===== src/rtl/srg_pkg.sv =====
package srg_pkg;
    localparam int NLINE     = 3;
    localparam int SEL_W     = 2;
    localparam int LE_LINE   = 2;
    localparam logic [SEL_W-1:0] SEL_NONE = 2'd3;

    typedef struct packed {
        logic [SEL_W-1:0] sel;
        logic             set_pol;
        logic             latch;
    } cell_cfg_t;

    typedef struct packed {
        logic q;
    } cell_state_t;
endpackage


===== src/rtl/srg_lines.sv =====
module srg_lines
    import srg_pkg::*;
(
    input  logic [NLINE-1:0] pt,
    input  logic             inv_l1,
    input  logic             inv_l2,
    output logic [NLINE-1:0] line
);
    logic [NLINE-1:0] inv_mask;

    always_comb begin
        inv_mask    = '0;
        inv_mask[1] = inv_l1;
        inv_mask[2] = inv_l2;
    end

    for (genvar k = 0; k < NLINE; k++) begin : g_line
        assign line[k] = pt[k] ^ inv_mask[k];
    end
endmodule


===== src/rtl/srg_cell.sv =====
module srg_cell
    import srg_pkg::*;
(
    input  logic             clk,
    input  logic             rst_n,
    input  logic [NLINE-1:0] line,
    input  logic             le_sel,
    input  cell_cfg_t        cfg,
    input  logic             d,
    output logic             q
);
    cell_state_t state_d, state_q;
    logic        line_val;
    logic        sr_hit;
    logic        latch_en;

    always_comb begin
        line_val = 1'b0;
        if (cfg.sel != SEL_NONE) line_val = line[cfg.sel];
        sr_hit   = line_val
                 && !(cfg.latch && le_sel && cfg.sel == SEL_W'(LE_LINE));
        latch_en = le_sel && line[LE_LINE];

        state_d = state_q;
        if (sr_hit)          state_d.q = cfg.set_pol;
        else if (!cfg.latch) state_d.q = d;
        else if (latch_en)   state_d.q = d;
    end

    always_ff @(posedge clk or negedge rst_n) begin
        if (!rst_n) state_q <= '0;
        else        state_q <= state_d;
    end

    assign q = state_q.q;

    AST_SET_FORCES_ONE: assert property (@(posedge clk) disable iff (!rst_n)
        (cfg.sel != SEL_NONE && line[cfg.sel] && cfg.set_pol && !cfg.latch) |=> q);

    AST_CLEAR_FORCES_ZERO: assert property (@(posedge clk) disable iff (!rst_n)
        (cfg.sel != SEL_NONE && line[cfg.sel] && !cfg.set_pol && !cfg.latch) |=> !q);

    AST_NONE_TAKES_DATA: assert property (@(posedge clk) disable iff (!rst_n)
        (cfg.sel == SEL_NONE && !cfg.latch) |=> q == $past(d));

    AST_LATCH_HOLDS: assert property (@(posedge clk) disable iff (!rst_n)
        (cfg.latch && !le_sel && cfg.sel == SEL_NONE) |=> q == $past(q));

    AST_LE_LINE_MASKED: assert property (@(posedge clk) disable iff (!rst_n)
        (cfg.latch && le_sel && cfg.sel == SEL_W'(LE_LINE) && line[LE_LINE]) |=> q == $past(d));
endmodule


===== src/rtl/srg_block.sv =====
module srg_block
    import srg_pkg::*;
#(
    parameter int NCELL = 4
) (
    input  logic               clk,
    input  logic               rst_n,
    input  logic [NLINE-1:0]   pt,
    input  logic               inv_l1,
    input  logic               inv_l2,
    input  logic               le_sel,
    input  logic [SEL_W*NCELL-1:0] cell_sel,
    input  logic [NCELL-1:0]   cell_set,
    input  logic [NCELL-1:0]   cell_latch,
    input  logic [NCELL-1:0]   d,
    output logic [NCELL-1:0]   q
);
    logic [NLINE-1:0] line;

    srg_lines i_lines (
        .pt     (pt),
        .inv_l1 (inv_l1),
        .inv_l2 (inv_l2),
        .line   (line)
    );

    for (genvar i = 0; i < NCELL; i++) begin : g_cell
        cell_cfg_t cfg;
        always_comb begin
            cfg.sel     = cell_sel[SEL_W*i +: SEL_W];
            cfg.set_pol = cell_set[i];
            cfg.latch   = cell_latch[i];
        end

        srg_cell i_cell (
            .clk    (clk),
            .rst_n  (rst_n),
            .line   (line),
            .le_sel (le_sel),
            .cfg    (cfg),
            .d      (d[i]),
            .q      (q[i])
        );
    end

    AST_RESET_CLEAR: assert property (@(posedge clk) !rst_n |-> q == '0);

    AST_LINE0_NONE_IDLE: assert property (@(posedge clk) disable iff (!rst_n)
        (!pt[0] && cell_sel[1:0] == 2'd0 && !cell_latch[0]) |=> q[0] == $past(d[0]));
endmodule


===== config.mk =====
export PLATFORM = sky130hd
export DESIGN_NAME = srg_block
export DESIGN_NICKNAME = d
export VERILOG_FILES = /design/src/rtl/srg_pkg.sv /design/src/rtl/srg_lines.sv /design/src/rtl/srg_cell.sv /design/src/rtl/srg_block.sv
export SDC_FILE = /design/constraint.sdc
export NUM_CORES = 1
export LEC_CHECK = 0
export BUFFER_PORTS_ARGS = -buffer_cell sky130_fd_sc_hd__buf_2
export CAP_MARGIN = 0
export CORE_AREA = 2 2 39 41
export DETAILED_ROUTE_END_ITERATION = 8
export DIE_AREA = 0 0 41 43
export PLACE_DENSITY = 0.67
export SLEW_MARGIN = 20
export SYNTH_ARGS = -nofsm -noshare
export SYNTH_HDL_FRONTEND = slang
export SYNTH_SLANG_ARGS = --single-unit

===== constraint.sdc =====
create_clock -name clk -period 1.27 [get_ports clk]
set_input_delay 0.127 -clock clk [delete_from_list [all_inputs] [get_ports clk]]
set_output_delay 0.127 -clock clk [all_outputs]
set_load 0.02 [all_outputs]

### Word level (Yosys, flattened, before mapping)

Cells that the tools add are included.
Widths: inputs -> output; s select.

* bits in registers: 4
* bits in latches: 0
* memory bits (writable): 0
* ROM bits: 0
* bits of input ports: 28
* output and inout bits: 4
* word-level logic and storage cells: 63
* memories kept: 0

* add/sub/neg operators: 0
* $mul: 0
* div/mod/pow operators: 0
* order comparisons: 4
* eq/ne operators: 12
* shifts and indexed selects: 0
* mux-type cells: 24
* bitwise operators: 2
* reduce and logical (&&, ||, !) cells: 17

Operators with widths (count)
* $mux 1: 20
* $logic_and 1x1->1: 13
* $lt 2x3->1 const B: 4
* $ne 3x1->1 const B: 4
* $bmux 1 s2: 4
* $eq 2x2->1 const B: 4
* $ne 2x2->1 const B: 4
* $logic_not 1->1: 4
* $xor 1x1->1: 2

### Longest topological paths before layout

Gate-level depths: netlist of the first run.

* depth in word-level cells: 6
* gate-level depth with buffers: 4
* mapped depth without buffers: 4

### Modules after synthesis

Synthesis of the first run repeated with hierarchy kept, for this count alone.

* cell total of the unflattened synthesis: 35
* area, all modules: 390.4 um^2

By module, submodules not included
* srg_cell: times used 4, cells an instance 8, area an instance 91.3 um^2, seq. area each 25.0 um^2
* srg_lines: times used 1, cells an instance 3, area an instance 25.0 um^2, seq. area each 0.0 um^2

### Worst setup path after synthesis of the first run

No wires, ideal clock.

* path kind: input to register
* start: in inv_l2
* end: reg g_cell[1].i_cell.state_q
* setup time: 0.125 ns
* arrival time: 1.034 ns
* required time: 1.145 ns
* path slack: 0.111 ns
* cell stages on the path: 4
* path buffers: 0
* cell sequence: xor2_2 a21boi_1 mux2_1 mux2_4

* cells in the longest elaborated chain, start to end: 6
* elaborated cells between the ends (all ways): 8
* those cells by class: eq/ne: 1; mux: 4; bitwise: 1; reduce/logical: 2

Ends and longest elaborated chain
* start, declared: RTL line srg_block.sv:10 `input logic inv_l2,`
* $xor 1x1->1 *: RTL line srg_lines.sv:18 `assign line[k] = pt[k] ^ inv_mask[k];`
* $bmux 1 s2: RTL line srg_cell.sv:19 `if (cfg.sel != SEL_NONE) line_val = line[cfg.sel];`
* $mux 1 (not written as such): RTL line srg_cell.sv:19
* $mux 1: RTL line srg_cell.sv:19
* $logic_and 1x1->1: RTL line srg_cell.sv:21 `&& !(cfg.latch && le_sel && cfg.sel == SEL_W'(LE_LINE));`
* $ne 3x1->1 (no line) or $mux 1 (tied branches)
* end signal, assigned: RTL line srg_cell.sv:32 `else state_q <= state_d;`
* end, declared: RTL line srg_cell.sv:12 `cell_state_t state_d, state_q;`

Every way passes the cells marked *; elsewhere a longest branch is shown, timed or not. The select of a mux whose other input is x is not followed.
A chain may end at the register's enable or synchronous reset.

### Worst setup path in the final report of the first run

* start: in inv_l2
* end: reg g_cell[3].i_cell.state_q

* cells in the longest elaborated chain, start to end: 6
* elaborated cells between the ends (all ways): 8
* those cells by class: eq/ne: 1; mux: 4; bitwise: 1; reduce/logical: 2

Ends and longest elaborated chain (RTL line)
* $xor 1x1->1 *: srg_lines.sv:18
* $bmux 1 s2: srg_cell.sv:19
* $mux 1 (not written as such): srg_cell.sv:19
* $mux 1: srg_cell.sv:19
* $logic_and 1x1->1: srg_cell.sv:21
* $ne 3x1->1 (no line) or $mux 1 (tied branches)
* end signal, assigned: srg_cell.sv:32
* end, declared: srg_cell.sv:12

Marks and branches as above.

==> out/results.tsv, run 1 <==
stage	metric	value	unit
run_status	outcome	finished, final reports clean	
critical_path	critical path fanouts, max	5	
logic_synthesis	Synth Area in Compound Gates	0.267	
logic_synthesis	Synth Area in Adders	0	
critical_path	Critical R2R Capture	g_cell[1].i_cell.q	
clock_network	number of post-CTS setup repair buffers	0	
detailed_routing	DR WL met3	74	um
sta	Max Fclk	885	MHz
logic_synthesis	Synth area leader	dfrtp_1	
clock_network	post_cts resized	0	
global_routing	largest net degree at the start of global routing	9	
clock_network	clock sink count	4	
clock_network	TritonCTS clock tree	built	
die	Chip Height	43	um
power	clock power share	0.292	
power	sw power	148	uW
place	dpl cells	83	
critical_path	Critical Path RT	1.38	ns
logic_synthesis	Cell variety after synth	14	
sta	Fin Setup TNS	0	ns
detailed_routing	DRC viols	0	
logic_synthesis	YS warnings	0	
detailed_routing	vias per std cell	4.74	
logic_synthesis	Mapped Cells	39	
detailed_routing	Detail Route Antenna Nets	0	
die	I/O pin cnt	32	
critical_path	sum of buffers and inverters on the critical path	1	
critical_path	WP data arrival	1.24	ns
layout	ANT cells	0	
layout	Non-Filler Instances	87	
power	PD cells	885	nW/um^2
power	VDD IR max	0.000243	V
clock_network	clock latency on the worst-skew pair	0.23	ns
logic_synthesis	main combinational cell family by area after synthesis	compound AO/OA/AOI/OAI gates	
sta	RSZ-0062 raised after global routing	no	
critical_path	Top Family by Delay on Critical Path	multiplexers	
sta	Worst Tran Pin Value	0.396	ns
detailed_routing	total number of vias	412	
detailed_routing	DR WL/cell	10.7	um
layout	Area Overhead vs Synth	47.0	%
power	Total Power	513	uW
sta	Final Hold Fails	0	
layout	fraction of layout cells with a size suffix above 1	0.563	
global_routing	initial antenna violation count	0	
global_routing	GRT overflow	0	
die	Initial Util	0.285	
critical_path	R2R depth	2	
critical_path	cell breakdown of the critical path	buf_2 > xor2_2 > a21boi_1 > mux2_1 > mux2_4	
hold_path	Hold Path Class	input port to flip-flop	
sta	Final period util	0.890	
critical_path	Startpoint Class	input port	
power	leakage	0.288	nW
logic_synthesis	sequential share of the synthesized area	0.254	
power	Sw Share	0.289	
logic_synthesis	synth top area cells	dfrtp_1 25%, mux2_4 15%, mux2_1 11%, a21boi_1 7.6%, buf_4 7.6%	
layout	Final Net Count	101	
logic_synthesis	Yosys reg bits	4	
global_routing	first-pass GRT wire length	1500	um
layout	fin area	579	um^2
logic_synthesis	top-area cell type share of the netlist area	0.254	
detailed_routing	total detailed-routing wirelength	935	um
critical_path	Worst R2R Start	g_cell[1].i_cell.q	
logic_synthesis	synthesized area per cell	10.1	um^2
global_routing	total track usage	0.123	
logic_synthesis	number of enable flip-flop cells after synthesis	0	
sta	max-slew violations	0	
hold_path	Hold EP	g_cell[2].i_cell.q	
place	Area after DPL	547	um^2
place	IO Port Bufs	31	
layout	fillers	156	
logic_synthesis	XOR/XNOR Fraction of Synth Area	0.0857	
logic_synthesis	commonest register cell after synthesis	dfrtp_1	
clock_network	# H-tree levels	1	
sta	Setup Skew	0	ns
power	Power Internal	365	uW
layout	final core utilization	0.419	
hold_path	worst hold start	cell_set[2]	
clock_network	clk slew on worst S/H paths	0.03	ns
critical_path	Max stage delay on crit path	0.35	ns
critical_path	Worst setup EP type	flip-flop	
detailed_routing	wl on met1	413	um
clock_network	hold-fix buffers at CTS	1	
critical_path	critical path type	input port to flip-flop	
clock_network	CTS Buf Count	3	
power	Logic pwr share	0.404	
clock_network	CTS max path bufs	2	
die	cell row count	14	
detailed_routing	Top Metal Used	met3	
logic_synthesis	FFs w/ async S/R, synth	1.00	
sta	Final setup viols	0	
hold_path	Hold Path Cell Cnt	2	
power	Seq pwr share	0.304	
logic_synthesis	Mapped Area	394	um^2
global_routing	vias in the first global route	400	
detailed_routing	DRT iter0 DRCs	2	
flow_run	Max Cap Viol	0	
logic_synthesis	simple-gate share of the synthesized area	0.0508	
clock_network	CTS root buffer	clkbuf_4	
die	die span in x	41	um
die	Core Area	1380	um^2
sta	relative slew slack	0.732	
logic_synthesis	Post-Syn Nets	67	
critical_path	crit path max-delay cell type	mux2_1	
detailed_routing	metal2 WL	447	um
critical_path	worst reg-to-reg setup slack	0.24	ns
logic_synthesis	multiplexer area fraction after synthesis	0.267	
place	Placer Congestion	0.715	
layout	max reg flops	4	
detailed_routing	first-pass iteration count of the detailed router	2	
sta	final worst path period need	1.13	ns
die	DIE AREA	1760	um^2
## through the flow
step	hold WS, ns	setup WS [ns]
after floorplan	-0.169	0.111
after global placement	-0.0664	-0.100
after detailed placement	-0.0638	-0.100
after CTS	0.134	0.139
after global routing	0.123	0.0806
final	0.131	0.140
## kinds of logic (layout without fill, tap and decap cells)
kind of cell / Yosys count / count (layout)
mux: 8 / 8
compound gates: 16 / 16
flops: 4 / 4
simple gates: 4 / 4
xor+xnor: 3 / 3
buf+inv: 4 / 36
## layout make-up
class / count / area, um^2 / area share
clock buffer: 3 / 22.5 / 0.0389
multi-input combinational: 31 / 264 / 0.456
sequential: 4 / 100 / 0.173
tap: 16 / 20.0 / 0.0346
timing repair buffer: 33 / 173 / 0.298
## how the worst max path moves through the flow
stage / startpoint / endpoint / slack, ns / cells after the start
finish: inv_l2 / g_cell[3].i_cell.q / 0.14 / 5
global route: inv_l1 / g_cell[2].i_cell.q / 0.08 / 5
CTS: inv_l2 / g_cell[3].i_cell.q / 0.14 / 5
detailed placement: inv_l2 / g_cell[3].i_cell.q / -0.10 / 5
floorplan: inv_l2 / g_cell[1].i_cell.q / 0.11 / 4
global placement: inv_l2 / g_cell[2].i_cell.q / -0.1 / 5
## power by group through the flow
| stage | clock network [mW] | logic [mW] | registers, mW |
|---|---|---|---|
| 4_1_cts | 0.152 | 0.210 | 0.156 |
| 6_report | 0.150 | 0.207 | 0.156 |
| 3_3_place_gp | 0 | 0.202 | 0.157 |
| 3_5_place_dp | 0 | 0.207 | 0.158 |
| 2_1_floorplan | 0 | 0.144 | 0.156 |
| 5_1_grt | 0.167 | 0.228 | 0.159 |
## layer usage
| layer | global-route usage | vias up |
|---|---|---|
| met2 | 0.188 | 20 |
| li1 | - | 211 |
| met1 | 0.150 | 181 |
| met5 | 0 | - |
| met3 | 0.0366 | 0 |
| met4 | 0.0600 | 0 |
## cell usage in the layout, fill, tap and decap left out, drive strengths merged
| master | netlist | layout |
|---|---|---|
| dfrtp | 4 | 4 |
| dlygate4sd3 | 0 | 1 |
| a31oi | 2 | 2 |
| o311ai | 2 | 2 |
| and2 | 2 | 2 |
| xnor2 | 2 | 2 |
| a211oi | 2 | 2 |
| xor2 | 1 | 1 |
| buf | 4 | 32 |
| a21oi | 2 | 2 |
| clkbuf | 0 | 3 |
| nor2 | 2 | 2 |
| mux2 | 8 | 8 |
| o21ai | 4 | 4 |
| a21boi | 4 | 4 |
(Power assumes the default switching activity.)
==> run 2: changes to the inputs <==
--- a/config.mk
+++ b/config.mk
@@ -8,6 +8,7 @@
 export BUFFER_PORTS_ARGS = -buffer_cell sky130_fd_sc_hd__buf_2
 export CAP_MARGIN = 0
 export CORE_AREA = 2 2 39 41
+export CTS_BUF_LIST = sky130_fd_sc_hd__clkbuf_8
 export DETAILED_ROUTE_END_ITERATION = 8
 export DIE_AREA = 0 0 41 43
 export PLACE_DENSITY = 0.67
==> run 2 against run 1 <==
Critical endpoint is now g_cell[2].i_cell.q. Hold slack better by 0.016 ns. Cell count stayed put. Sequential share of layout area is 0.54 points lower. Largest power group is now clock. Fmax is 1.9% lower. Sequential power hardly changed. Largest cell class unchanged. Highest routed layer unchanged. Core utilization is 1.4 points higher.
==> out/results.tsv, run 2 (synthesized netlist as in run 1, its figures left out) <==
stage	metric	value	unit
sta	final worst path period need	1.15	ns
place	IO Port Bufs	31	
global_routing	total track usage	0.130	
detailed_routing	total number of vias	407	
critical_path	Worst setup EP type	flip-flop	
sta	relative slew slack	0.731	
global_routing	vias in the first global route	402	
detailed_routing	total detailed-routing wirelength	945	um
die	Core Area	1380	um^2
die	DIE AREA	1760	um^2
sta	Max Fclk	868	MHz
clock_network	number of post-CTS setup repair buffers	0	
sta	Setup Skew	0	ns
power	leakage	0.296	nW
clock_network	clock latency on the worst-skew pair	0.21	ns
die	I/O pin cnt	32	
die	cell row count	14	
global_routing	largest net degree at the start of global routing	9	
die	Chip Height	43	um
layout	Area Overhead vs Synth	51.7	%
critical_path	worst reg-to-reg setup slack	0.24	ns
place	Placer Congestion	0.715	
sta	max-slew violations	0	
detailed_routing	DRC viols	0	
sta	Final Hold Fails	0	
global_routing	first-pass GRT wire length	1530	um
clock_network	clock sink count	4	
detailed_routing	Detail Route Antenna Nets	0	
detailed_routing	DRT iter0 DRCs	4	
clock_network	post_cts resized	0	
sta	Final setup viols	0	
run_status	outcome	finished, final reports clean	
layout	final core utilization	0.432	
detailed_routing	vias per std cell	4.68	
detailed_routing	DR WL/cell	10.9	um
critical_path	Startpoint Class	input port	
clock_network	TritonCTS clock tree	built	
power	PD cells	1040	nW/um^2
layout	ANT cells	0	
global_routing	initial antenna violation count	0	
sta	Worst Tran Pin Value	0.397	ns
sta	RSZ-0062 raised after global routing	no	
hold_path	Hold Path Class	input port to flip-flop	
clock_network	clk slew on worst S/H paths	0.03	ns
layout	max reg flops	4	
critical_path	critical path fanouts, max	5	
layout	Final Net Count	101	
flow_run	Max Cap Viol	0	
layout	commonest non-fill, non-tap cell in the layout	buf_2	
clock_network	# H-tree levels	1	
clock_network	CTS max path bufs	2	
global_routing	GRT overflow	0	
layout	fraction of layout cells with a size suffix above 1	0.563	
sta	Fin Setup TNS	0	ns
die	die span in x	41	um
detailed_routing	first-pass iteration count of the detailed router	2	
sta	Final period util	0.907	
layout	fillers	155	
clock_network	CTS root buffer	clkbuf_8	
die	Initial Util	0.285	
critical_path	WP data arrival	1.25	ns
critical_path	critical path type	input port to flip-flop	
critical_path	Critical Path RT	1.36	ns
clock_network	CTS Buf Count	3	
power	VDD IR max	0.000294	V
sta	WHS	0.147	ns
-- run 2: critical path, stage by stage --
cell and delay, ns:
buf_2 0.12, xor2_2 0.20, a21boi_1 0.20, mux2_1 0.34
mux2_4 0.25
-- run 2: what timing repair did --
action | 4_1_cts | 5_1_grt
endpoints found under the setup margin | 0 | 0
hold endpoints to repair | 4 | 0
hold buffers | 1 | 0
-- run 2: path summary, 6_finish.rpt --
check | from | end | cells past startpoint
max | inv_l2 | g_cell[2].i_cell.q | 5
min | cell_set[2] | g_cell[2].i_cell.q | 2
max reg2reg | g_cell[3].i_cell.q | g_cell[3].i_cell.q | 2
min reg2reg | g_cell[3].i_cell.q | g_cell[3].i_cell.q | 2
max in group asynchronous | rst_n | g_cell[3].i_cell.q | 2
min in group asynchronous | rst_n | g_cell[2].i_cell.q | 2
-- run 2: cell type report --
class                      count  area (um^2)  area share
clock buffer                   3         41.3      0.0690
multi-input combinational     31          264       0.441
sequential                     4          100       0.167
tap                           16         20.0      0.0335
timing repair buffer          33          173       0.289
-- run 2: where the power goes --
| group | internal, mW | leakage, nW | switching, mW |
|---|---|---|---|
| logic | 0.112 | 0.228 | 0.0954 |
| clock network | 0.201 | 0.0216 | 0.0571 |
| registers | 0.148 | 0.0467 | 0.00802 |
| total | 0.461 | 0.296 | 0.161 |
-- run 2: through the flow --
stage | worst slack [ns] | total power, mW | area, um^2 | std cells
floorplan | 0.111 | 0.300 | 394 | 39
global placement | -0.100 | 0.359 | 547 | 83
detailed placement | -0.100 | 0.364 | 547 | 83
CTS | 0.121 | 0.633 | 598 | 87
global route | 0.0577 | 0.667 | 598 | 87
finish | 0.118 | 0.621 | 598 | 87
-- run 2: metal layers --
metal / up-vias / track usage / routed length [um]
met1: 178 / 0.153 / 414
met5: - / 0 / 0
met4: 0 / 0.0800 / 0
met3: 0 / 0.0524 / 74
met2: 20 / 0.188 / 456
li1: 209 / - / -
